$ cat src/rtl/dp_pkg.sv
package dp_pkg;
  // Warm-up phase of the page history
  typedef enum logic [1:0] {
    HIST_EMPTY = 2'd0,  // no page seen yet
    HIST_PAGE  = 2'd1,  // last page known, no distance yet
    HIST_FULL  = 2'd2   // last page and last distance known
  } hist_e;
endpackage

$ cat src/rtl/dp_dist_track.sv
module dp_dist_track
  import dp_pkg::*;
#(
  parameter int VPN_W  = 20,
  parameter int DIST_W = 8
) (
  input  logic              clk,
  input  logic              rst_n,
  input  logic              acc,
  input  logic [VPN_W-1:0]  vpn,
  output logic [DIST_W-1:0] cur_dist,
  output logic [DIST_W-1:0] prev_dist,
  output logic              lookup_en,
  output logic              upd_en
);
  localparam int HI_W = VPN_W - DIST_W + 1;

  logic [VPN_W-1:0]  last_vpn_q;
  logic [DIST_W-1:0] last_dist_q;
  hist_e             phase_q;

  logic [VPN_W-1:0] diff;
  logic [HI_W-1:0]  hi_bits;
  logic             fits, nonzero, dist_ok;

  always_comb begin
    diff     = vpn - last_vpn_q;
    hi_bits  = diff[VPN_W-1:DIST_W-1];
    // signed value fits when all bits above the kept sign agree
    fits     = (&hi_bits) | ~(|hi_bits);
    nonzero  = |diff;
    dist_ok  = (phase_q != HIST_EMPTY) && fits && nonzero;
    cur_dist = diff[DIST_W-1:0];
    prev_dist = last_dist_q;
    lookup_en = acc && dist_ok && (phase_q == HIST_FULL);
    upd_en    = lookup_en;
  end

  always_ff @(posedge clk) begin
    if (!rst_n) begin
      last_vpn_q  <= '0;
      last_dist_q <= '0;
      phase_q     <= HIST_EMPTY;
    end else if (acc) begin
      last_vpn_q <= vpn;
      if (phase_q == HIST_EMPTY) begin
        phase_q <= HIST_PAGE;
      end else if (dist_ok) begin
        last_dist_q <= cur_dist;
        phase_q     <= HIST_FULL;
      end
    end
  end
endmodule

$ cat src/rtl/dp_lru_insert.sv
module dp_lru_insert #(
  parameter int DIST_W = 8,
  parameter int SLOTS  = 2
) (
  input  logic [SLOTS-1:0]        old_v,
  input  logic [SLOTS*DIST_W-1:0] old_d,
  input  logic [DIST_W-1:0]       new_d,
  output logic [SLOTS-1:0]        nxt_v,
  output logic [SLOTS*DIST_W-1:0] nxt_d
);
  int   lim;
  logic found;

  always_comb begin
    // shift window ends at the matching slot, or at the last slot (evict)
    lim   = SLOTS - 1;
    found = 1'b0;
    for (int i = 0; i < SLOTS; i++) begin
      if (!found && old_v[i] && (old_d[i*DIST_W +: DIST_W] == new_d)) begin
        lim   = i;
        found = 1'b1;
      end
    end
    nxt_v = old_v;
    nxt_d = old_d;
    for (int i = 1; i < SLOTS; i++) begin
      if (i <= lim) begin
        nxt_v[i]                  = old_v[i-1];
        nxt_d[i*DIST_W +: DIST_W] = old_d[(i-1)*DIST_W +: DIST_W];
      end
    end
    nxt_v[0]          = 1'b1;
    nxt_d[DIST_W-1:0] = new_d;
  end
endmodule

$ cat src/rtl/dp_dist_table.sv
module dp_dist_table #(
  parameter int DIST_W  = 8,
  parameter int ENTRIES = 16,
  parameter int SLOTS   = 2
) (
  input  logic                    clk,
  input  logic                    rst_n,
  input  logic [DIST_W-1:0]       lk_dist,
  output logic [SLOTS-1:0]        lk_v,
  output logic [SLOTS*DIST_W-1:0] lk_d,
  input  logic                    upd_en,
  input  logic [DIST_W-1:0]       upd_key,
  input  logic [DIST_W-1:0]       upd_val
);
  localparam int IDX_W = (ENTRIES > 1) ? $clog2(ENTRIES) : 1;

  logic [DIST_W-1:0]       tag_q [ENTRIES];
  logic                    ev_q  [ENTRIES];
  logic [SLOTS-1:0]        sv_q  [ENTRIES];
  logic [SLOTS*DIST_W-1:0] sd_q  [ENTRIES];

  logic [IDX_W-1:0]        lk_idx, up_idx;
  logic                    lk_hit, up_hit;
  logic [SLOTS-1:0]        up_old_v, up_nxt_v;
  logic [SLOTS*DIST_W-1:0] up_nxt_d;

  always_comb begin
    lk_idx = lk_dist[IDX_W-1:0];
    up_idx = upd_key[IDX_W-1:0];
    lk_hit = ev_q[lk_idx] && (tag_q[lk_idx] == lk_dist);
    up_hit = ev_q[up_idx] && (tag_q[up_idx] == upd_key);
    lk_v   = lk_hit ? sv_q[lk_idx] : '0;
    lk_d   = sd_q[lk_idx];
    // a tag mismatch starts the entry over with empty slots
    up_old_v = up_hit ? sv_q[up_idx] : '0;
  end

  dp_lru_insert #(.DIST_W(DIST_W), .SLOTS(SLOTS)) u_ins (
    .old_v (up_old_v),
    .old_d (sd_q[up_idx]),
    .new_d (upd_val),
    .nxt_v (up_nxt_v),
    .nxt_d (up_nxt_d)
  );

  for (genvar e = 0; e < ENTRIES; e++) begin : g_ent
    always_ff @(posedge clk) begin
      if (!rst_n) begin
        tag_q[e] <= '0;
        ev_q[e]  <= 1'b0;
        sv_q[e]  <= '0;
        sd_q[e]  <= '0;
      end else if (upd_en && (up_idx == IDX_W'(e))) begin
        tag_q[e] <= upd_key;
        ev_q[e]  <= 1'b1;
        sv_q[e]  <= up_nxt_v;
        sd_q[e]  <= up_nxt_d;
      end
    end
  end
endmodule

$ cat src/rtl/dp_pf_issue.sv
module dp_pf_issue #(
  parameter int VPN_W  = 20,
  parameter int DIST_W = 8,
  parameter int SLOTS  = 2
) (
  input  logic                    clk,
  input  logic                    rst_n,
  input  logic                    load,
  input  logic [VPN_W-1:0]        base_vpn,
  input  logic [SLOTS-1:0]        pred_v,
  input  logic [SLOTS*DIST_W-1:0] pred_d,
  output logic                    pf_valid,
  input  logic                    pf_ready,
  output logic [VPN_W-1:0]        pf_vpn,
  output logic                    busy
);
  localparam int EXT_W = VPN_W - DIST_W;

  logic [SLOTS-1:0] q_v;
  logic [VPN_W-1:0] q_a [SLOTS];
  logic [VPN_W-1:0] tgt [SLOTS];

  for (genvar i = 0; i < SLOTS; i++) begin : g_tgt
    logic [DIST_W-1:0] d;
    assign d      = pred_d[i*DIST_W +: DIST_W];
    assign tgt[i] = base_vpn + {{EXT_W{d[DIST_W-1]}}, d};
  end

  assign pf_valid = q_v[0];
  assign pf_vpn   = q_a[0];
  assign busy     = |q_v;

  always_ff @(posedge clk) begin
    if (!rst_n) begin
      q_v <= '0;
      for (int i = 0; i < SLOTS; i++) q_a[i] <= '0;
    end else if (load) begin
      q_v <= pred_v;
      for (int i = 0; i < SLOTS; i++) q_a[i] <= tgt[i];
    end else if (pf_valid && pf_ready) begin
      for (int i = 0; i < SLOTS - 1; i++) begin
        q_v[i] <= q_v[i+1];
        q_a[i] <= q_a[i+1];
      end
      q_v[SLOTS-1] <= 1'b0;
    end
  end
endmodule

$ cat src/rtl/dist_prefetch.sv
module dist_prefetch #(
  parameter int VPN_W   = 20,
  parameter int DIST_W  = 8,
  parameter int ENTRIES = 16,
  parameter int SLOTS   = 2
) (
  input  logic             clk,
  input  logic             rst_n,
  input  logic             in_valid,
  output logic             in_ready,
  input  logic [VPN_W-1:0] in_vpn,
  output logic             pf_valid,
  input  logic             pf_ready,
  output logic [VPN_W-1:0] pf_vpn
);
  logic                    acc, busy;
  logic [DIST_W-1:0]       cur_dist, prev_dist;
  logic                    lookup_en, upd_en;
  logic [SLOTS-1:0]        lk_v;
  logic [SLOTS*DIST_W-1:0] lk_d;

  assign in_ready = !busy;
  assign acc      = in_valid && in_ready;

  dp_dist_track #(.VPN_W(VPN_W), .DIST_W(DIST_W)) u_track (
    .clk       (clk),
    .rst_n     (rst_n),
    .acc       (acc),
    .vpn       (in_vpn),
    .cur_dist  (cur_dist),
    .prev_dist (prev_dist),
    .lookup_en (lookup_en),
    .upd_en    (upd_en)
  );

  dp_dist_table #(.DIST_W(DIST_W), .ENTRIES(ENTRIES), .SLOTS(SLOTS)) u_tab (
    .clk     (clk),
    .rst_n   (rst_n),
    .lk_dist (cur_dist),
    .lk_v    (lk_v),
    .lk_d    (lk_d),
    .upd_en  (upd_en),
    .upd_key (prev_dist),
    .upd_val (cur_dist)
  );

  dp_pf_issue #(.VPN_W(VPN_W), .DIST_W(DIST_W), .SLOTS(SLOTS)) u_iss (
    .clk      (clk),
    .rst_n    (rst_n),
    .load     (lookup_en),
    .base_vpn (in_vpn),
    .pred_v   (lk_v),
    .pred_d   (lk_d),
    .pf_valid (pf_valid),
    .pf_ready (pf_ready),
    .pf_vpn   (pf_vpn),
    .busy     (busy)
  );
endmodule

$ cat config.mk
export PLATFORM = sky130hd
export DESIGN_NAME = dist_prefetch
export DESIGN_NICKNAME = d
export VERILOG_FILES = /design/src/rtl/dp_pkg.sv /design/src/rtl/dp_dist_track.sv /design/src/rtl/dp_lru_insert.sv /design/src/rtl/dp_dist_table.sv /design/src/rtl/dp_pf_issue.sv /design/src/rtl/dist_prefetch.sv
export SDC_FILE = /design/constraint.sdc
export NUM_CORES = 1
export LEC_CHECK = 0
export ABC_AREA = 1
export BUFFER_PORTS_ARGS = -buffer_cell sky130_fd_sc_hd__buf_2
export CAP_MARGIN = 40
export CELL_PAD_IN_SITES_DETAIL_PLACEMENT = 1
export CELL_PAD_IN_SITES_GLOBAL_PLACEMENT = 1
export CORE_MARGIN = 8
export CORE_UTILIZATION = 52
export DETAILED_ROUTE_END_ITERATION = 8
export PLACE_DENSITY_LB_ADDON = 0.12
export SETUP_SLACK_MARGIN = 0.1
export SLEW_MARGIN = 20
export SYNTH_ARGS = -nofsm -noshare
export SYNTH_HDL_FRONTEND = slang
export SYNTH_HIERARCHICAL = 1
export SYNTH_SLANG_ARGS = --single-unit
$ cat constraint.sdc
create_clock -name clk -period 12 [get_ports clk]
set_input_delay 3.6 -clock clk [delete_from_list [all_inputs] [get_ports clk]]
set_output_delay 3.6 -clock clk [all_outputs]
set_load 0.05 [all_outputs]
==> results of run 1 <==
-- critical path: cells and delay by family --
kind | cells | cell delay, ps
simple gates | 4 | 840
compound gates | 6 | 1100
buf+inv | 6 | 2230
fa+ha+maj | 3 | 1180
-- flip-flops by register name (all words and copies together) (netlist names) --
| signal | cells |
|---|---|
| u_track/last_vpn_q | 20 |
| u_tab/sd_q | 256 |
| u_tab/ev_q | 16 |
| u_track/phase_q | 2 |
| u_tab/tag_q | 128 |
| u_iss/q_v | 2 |
| u_iss/q_a | 40 |
| u_track/prev_dist | 8 |
| u_tab/sv_q | 32 |
-- where the power goes --
| group | internal (mW) | total, mW | switching (mW) | leakage, nW |
|---|---|---|---|---|
| Sequential | 1.98 | 2.02 | 0.0364 | 5.12 |
| Clock | 1.05 | 1.82 | 0.763 | 0.929 |
| Combinational | 0.356 | 1.29 | 0.931 | 7.79 |
| Total | 3.39 | 5.12 | 1.73 | 13.8 |
-- layer usage --
metal,GRT usage,share of wire,vias to the layer above
met4,0.179,0.057,4
li1,-,-,12400
met5,0,0.00021,-
met3,0.0614,0.095,466
met1,0.418,0.37,14100
met2,0.582,0.48,1730
-- cells by family after synthesis --
group	Yosys count	synth area share
flip-flops	504	0.496
AO/OA/AOI/OAI	606	0.123
other	2	0.000251
AND/OR/NAND/NOR	2012	0.276
adder cells (fa/ha/maj)	60	0.0259
buffers and inverters	536	0.0762
XOR/XNOR	11	0.00323
-- worst paths after layout --
path / startpoint / to / slack (ps)
max: in_vpn[0] / u_iss/q_a[0][9] / 3350
min: u_track/last_vpn_q[15] / u_track/last_vpn_q[15] / 470
max reg2reg: u_track/prev_dist[0] / u_tab/sd_q[12][9] / 6190
min reg2reg: u_track/last_vpn_q[15] / u_track/last_vpn_q[15] / 470
-- cell usage in the layout (no fill, tap or decap), types with 22 or more instances in the layout --
master / netlist / routed
a21oi_1: 102 / 102
a22oi_1: 136 / 136
buf_2: 82 / 45
buf_4: 24 / 32
clkbuf_16: 0 / 57
conb_1: 2 / 33
dfxtp_1: 33 / 31
edfxtp_1: 471 / 471
ha_1: 57 / 57
inv_1: 269 / 266
inv_2: 24 / 22
nand2_1: 1009 / 1007
nand3_1: 192 / 192
nand4_1: 34 / 34
nor2_1: 656 / 656
nor3_1: 47 / 47
o211ai_1: 26 / 26
o21ai_0: 246 / 234
o221ai_1: 48 / 48
o22ai_1: 24 / 24
-- synthesized netlist by cell type, drive strengths merged, types with 48 or more instances --
cell | instances | area, µm²
a21oi | 103 | 519
a22oi | 136 | 1020
buf | 125 | 729
clkbuf | 111 | 417
edfxtp | 471 | 14100
ha | 57 | 713
inv | 294 | 1110
nand2 | 1027 | 3900
nand3 | 197 | 1010
nor2 | 678 | 2640
nor3 | 55 | 315
o21ai | 260 | 1300
o221ai | 48 | 420
-- through the flow --
step / instance area [µm²] / hold WS (ps)
after global placement: 30400 / 447
after CTS: 33000 / 467
after global routing: 33100 / 492
after detailed placement: 31100 / 457
after floorplan: 30000 / 437
final: 33100 / 468
-- final cells by class --
type,instances,area (µm²),share of cell area
clock buffers,70,1490,0.0449
clock inverters,36,423,0.0128
inverters,300,1140,0.0345
multi-input cells,2722,13100,0.395
flip-flops and latches,504,14800,0.448
well taps,765,957,0.0289
repair buffers,108,1190,0.0360
==> impl_metrics.py, run 1 <==
metrics = {
    "route": {
        "drtAntennaViolNets": 0,
        "route.vias.total": 28700,
        "via_per_inst": 6.38,
        "drtPass1Iterations": 5,
        "drc": 0,
        "avgRoutedWirePerCell_um": 26.0,
        "first_iter_violations": 3294,
        "wl_um": 117000,
    },
    "worst_hold_path": {
        "min_path_type": "flop to flop",
        "hold_depth": 2,
    },
    "worst_setup_path": {
        "required_ps": 12450,
        "max_stage_delay_ps": 800,
        "startpoint_type": "primary input",
        "slowest_stage": "clkinv_2",
        "worstPathArrival_ps": 9100,
        "cp_max_fo": 45,
        "cpMostUsedCell": "nand2_1",
        "reg2reg_depth": 16,
        "end_kind": "flop",
        "worstPathCellList": "buf_2 > inv_1 > ha_1 > fa_1 > clkinv_2 > clkinv_2 > buf_4 > o21ai_0 > o221ai_1 > o211ai_1 > nand2_1 > ha_1 > nand2_2 > inv_1 > a21oi_1 > nand2_1 > o21ai_0 > nand2_1 > o21ai_1",
        "critical_path_class": "primary input to flop",
    },
    "layout": {
        "drive_gt1_frac": 0.0783,
        "final_net_count": 3777,
        "post-route-util": 0.577,
        "antenna_cells": 0,
        "n_fill_cell": 6931,
        "syn2layout_area_growth_pct": 10.7,
        "final_cells": 4505,
    },
    "clocking": {
        "cts_setup_buffers": 0,
        "cts_sinks": 504,
        "cts_hold_buf": 0,
        "worst_skew_pair.late_latency_ps": 660,
        "ctsLongestPathBuffers": 3,
        "cts-root-buf": "clkbuf_16",
        "cts_resized": 0,
        "clk_pin_slew_ps": 60,
        "cts_tree": "built",
        "htree_levels": 2,
        "numCtsBuffers": 57,
    },
    "synth": {
        "synth_edf_count": 471,
        "async_flop_share": 0,
        "ys_seq_area_frac": 0.496,
        "synth_area_per_cell_um2": 8.01,
        "synth-seq-cells": 504,
        "ys.flop_type": "edfxtp_1",
        "syn_inst": 3731,
        "syn-cell-area_mm2": 0.0299,
        "ys_types": 49,
        "yosysWarnings": 6,
    },
    "floorplanning": {
        "die_w_um": 256,
        "io-pin-count": 46,
        "start_util": 0.522,
        "die_y_um": 256,
        "dieArea_mm2": 0.0654,
        "coreArea_mm2": 0.0573,
        "rows": 88,
    },
    "power_and_ir_drop": {
        "vdd_drop_max_uv": 126,
        "power_mw": 5.12,
        "leakage_nw": 13.8,
        "powerDensity_mw_per_mm2": 155,
    },
    "sta": {
        "period_needed_ps": 8650,
        "fin_setup_tns_ps": 0,
        "fin_skew_ps": 28.4,
        "worstMarginPinSlew_ps": 934,
        "max_freq_mhz": 116,
        "rsz0062_at_grt": "no",
        "slew_violations": 0,
        "hold_viol": 0,
        "final-setup-viol-count": 0,
        "max_slew_margin": 0.376,
        "setup_ws_ps": 3350,
        "finalCritPeriodShare": 0.721,
    },
    "placed_design": {
        "dp_hpwl_um": 77600,
        "portBuffers": 45,
        "dp.cells": 4395,
        "gp_congestion": 0.926,
        "pre_cts_ws_ps": 2830,
    },
    "global_routing": {
        "antenna_found_initial": 2,
        "grt_pass1_vias": 30100,
        "overflow": 0,
        "grt_pass1_wl_um": 176000,
        "grt_max_degree": 81,
        "groute.usage.overall": 0.344,
    },
    "flow_run": {
        "cap_violations": 0,
    },
    "run_status": {
        "status": "complete, no violations",
    },
}
Note: power is estimated with default switching activity, not from simulation.
==> inputs of run 2 (changes only) <==
--- a/config.mk
+++ b/config.mk
@@ -11,7 +11,7 @@
 export CELL_PAD_IN_SITES_DETAIL_PLACEMENT = 1
 export CELL_PAD_IN_SITES_GLOBAL_PLACEMENT = 1
 export CORE_MARGIN = 8
-export CORE_UTILIZATION = 52
+export CORE_UTILIZATION = 49
 export DETAILED_ROUTE_END_ITERATION = 8
 export PLACE_DENSITY_LB_ADDON = 0.12
 export SETUP_SLACK_MARGIN = 0.1
==> constraint.sdc (replaced) <==
create_clock -name clk -period 8.78 [get_ports clk]
set_input_delay 2.634 -clock clk [delete_from_list [all_inputs] [get_ports clk]]
set_output_delay 2.634 -clock clk [all_outputs]
set_load 0.05 [all_outputs]
==> run 2 against run 1 <==
  * Register-to-register slack got worse by 2800 ps
  * Core utilization shrank 3.1 points
  * Sequential share of layout area grew 0.14 points
  * Global-route usage fell by 2.3 points
  * Cell count grew 0.47%
  * Highest routed layer unchanged
==> impl_metrics.py, run 2 (synthesized netlist as in run 1, its figures left out) <==
metrics = {
    "power_and_ir_drop": {
        "leakage_nw": 13.8,
        "powerDensity_mw_per_mm2": 213,
        "vdd_drop_max_uv": 210,
    },
    "sta": {
        "period_needed_ps": 6800,
        "rsz0062_at_grt": "no",
        "slew_violations": 0,
        "hold_viol": 0,
        "fin_setup_tns_ps": 0,
        "whs_ps": 468,
        "fin_skew_ps": 58.3,
        "max_freq_mhz": 147,
        "worstMarginPinSlew_ps": 881,
        "finalCritPeriodShare": 0.775,
        "final-setup-viol-count": 0,
        "max_slew_margin": 0.411,
    },
    "layout": {
        "reg.largest.list": "u_tab/sd_q (256), u_tab/tag_q (128), u_iss/q_a (40)",
        "n_fill_cell": 7214,
        "final_cell_mix": "1,007 x nand2_1, 656 x nor2_1, 471 x edfxtp_1",
        "final_cells": 4526,
        "syn2layout_area_growth_pct": 10.4,
        "final_common_cell": "nand2_1",
        "largest_register_ffs": 256,
        "drive_gt1_frac": 0.0815,
        "final_net_count": 3778,
        "regMostFlops": "u_tab/sd_q",
    },
    "worst_setup_path": {
        "end_kind": "flop",
        "r2r_slack_ps": 3390,
        "slowest_stage": "fa_1",
        "required_ps": 9170,
        "max_stage_delay_ps": 620,
        "cp_max_fo": 58,
        "startpoint_type": "primary input",
        "cpMostUsedCell": "nand2_1",
        "worstPathArrival_ps": 7190,
        "worstPathCellList": "buf_2 > inv_1 > fa_1 > clkinv_2 > clkinv_2 > buf_12 > o21ai_0 > o221ai_1 > o211ai_1 > nand2_1 > ha_1 > inv_1 > o21bai_1 > a21oi_1 > nand3_2 > nand2_1 > nand3_1 > nand2_1 > nor2_1",
        "reg2reg_depth": 18,
        "r2r_end": "u_tab/sd_q[14][8]",
        "timing.rr.start": "u_track/prev_dist[0]",
        "critical_path_class": "primary input to flop",
    },
    "global_routing": {
        "grt_pass1_vias": 29000,
        "grt_pass1_wl_um": 173000,
        "antenna_found_initial": 5,
        "groute.usage.overall": 0.321,
        "overflow": 0,
        "grt_max_degree": 79,
    },
    "clocking": {
        "cts_hold_buf": 0,
        "numCtsBuffers": 57,
        "cts_tree": "built",
        "ctsLongestPathBuffers": 3,
        "worst_skew_pair.late_latency_ps": 670,
        "cts_setup_buffers": 0,
        "cts_resized": 0,
        "htree_levels": 2,
        "cts-root-buf": "clkbuf_16",
        "clk_pin_slew_ps": 70,
        "cts_sinks": 504,
    },
    "floorplanning": {
        "dieArea_mm2": 0.0691,
        "die_w_um": 263,
        "rows": 90,
        "coreArea_mm2": 0.0604,
        "io-pin-count": 46,
        "die_y_um": 263,
        "start_util": 0.495,
    },
    "route": {
        "drtAntennaViolNets": 0,
        "route.vias.total": 28100,
        "drtPass1Iterations": 5,
        "wl_um": 116000,
        "avgRoutedWirePerCell_um": 25.6,
        "first_iter_violations": 2526,
        "drc": 0,
        "via_per_inst": 6.22,
    },
    "placed_design": {
        "gp_congestion": 0.929,
        "portBuffers": 45,
        "dp_hpwl_um": 78900,
        "dp.cells": 4412,
    },
    "worst_hold_path": {
        "hold_depth": 2,
        "holdPathEnd": "u_track/last_vpn_q[4]",
        "holdCritStartpoint": "u_track/last_vpn_q[4]",
        "min_path_type": "flop to flop",
    },
    "flow_run": {
        "cap_violations": 0,
    },
    "run_status": {
        "status": "complete, no violations",
    },
}
## run 2: per-stage QoR
stage / setup slack (ps) / utilization / power (mW) / area, µm²
floorplan: 1290 / - / 3.94 / 30000
global placement: 1460 / 0.506 / 4.43 / 30500
detailed placement: 1480 / 0.513 / 4.53 / 30900
CTS: 2120 / 0.544 / 6.98 / 32900
global route: 1770 / 0.546 / 7.28 / 33000
finish: 1980 / 0.546 / 7.01 / 33000
## run 2: worst max path at each step
stage          startpoint           endpoint
2_1_floorplan   in_vpn[0]     u_tab/ev_q[10]
3_3_place_gp    in_vpn[1]   u_tab/sd_q[7][0]
3_5_place_dp    in_vpn[1]  u_tab/sd_q[10][1]
4_1_cts         in_vpn[1]    u_iss/q_a[1][6]
5_1_grt         in_vpn[0]   u_iss/q_a[0][18]
6_report        in_vpn[1]   u_iss/q_a[1][14]
## run 2: per-layer routing
metal	GRT usage	part of all wire
met4	0.134	0.040
met1	0.392	0.37
met3	0.0673	0.10
met5	0	0.00033
met2	0.550	0.49
## run 2: layout make-up
| cell class | instances | area [µm²] | share of cell area |
|---|---|---|---|
| diodes | 2 | 5.00 | 0.000152 |
| clock buffers | 61 | 1440 | 0.0437 |
| clock inverters | 46 | 473 | 0.0143 |
| inverters | 300 | 1140 | 0.0346 |
| multi-input cells | 2722 | 13100 | 0.396 |
| flip-flops and latches | 504 | 14800 | 0.449 |
| well taps | 782 | 978 | 0.0297 |
| repair buffers | 109 | 1060 | 0.0321 |
## run 2: critical path: cells and delay by family
family	cells	cell delay, ps
buf+inv	6	1420
fa+ha+maj	2	1000
compound gates	5	1160
simple gates	6	940
## run 2: power by group
| part | switching (mW) | internal [mW] | total, mW | leakage (nW) |
|---|---|---|---|---|
| Clock | 1.08 | 1.38 | 2.46 | 0.918 |
| Combinational | 1.30 | 0.496 | 1.79 | 7.74 |
| Sequential | 0.0491 | 2.71 | 2.76 | 5.12 |
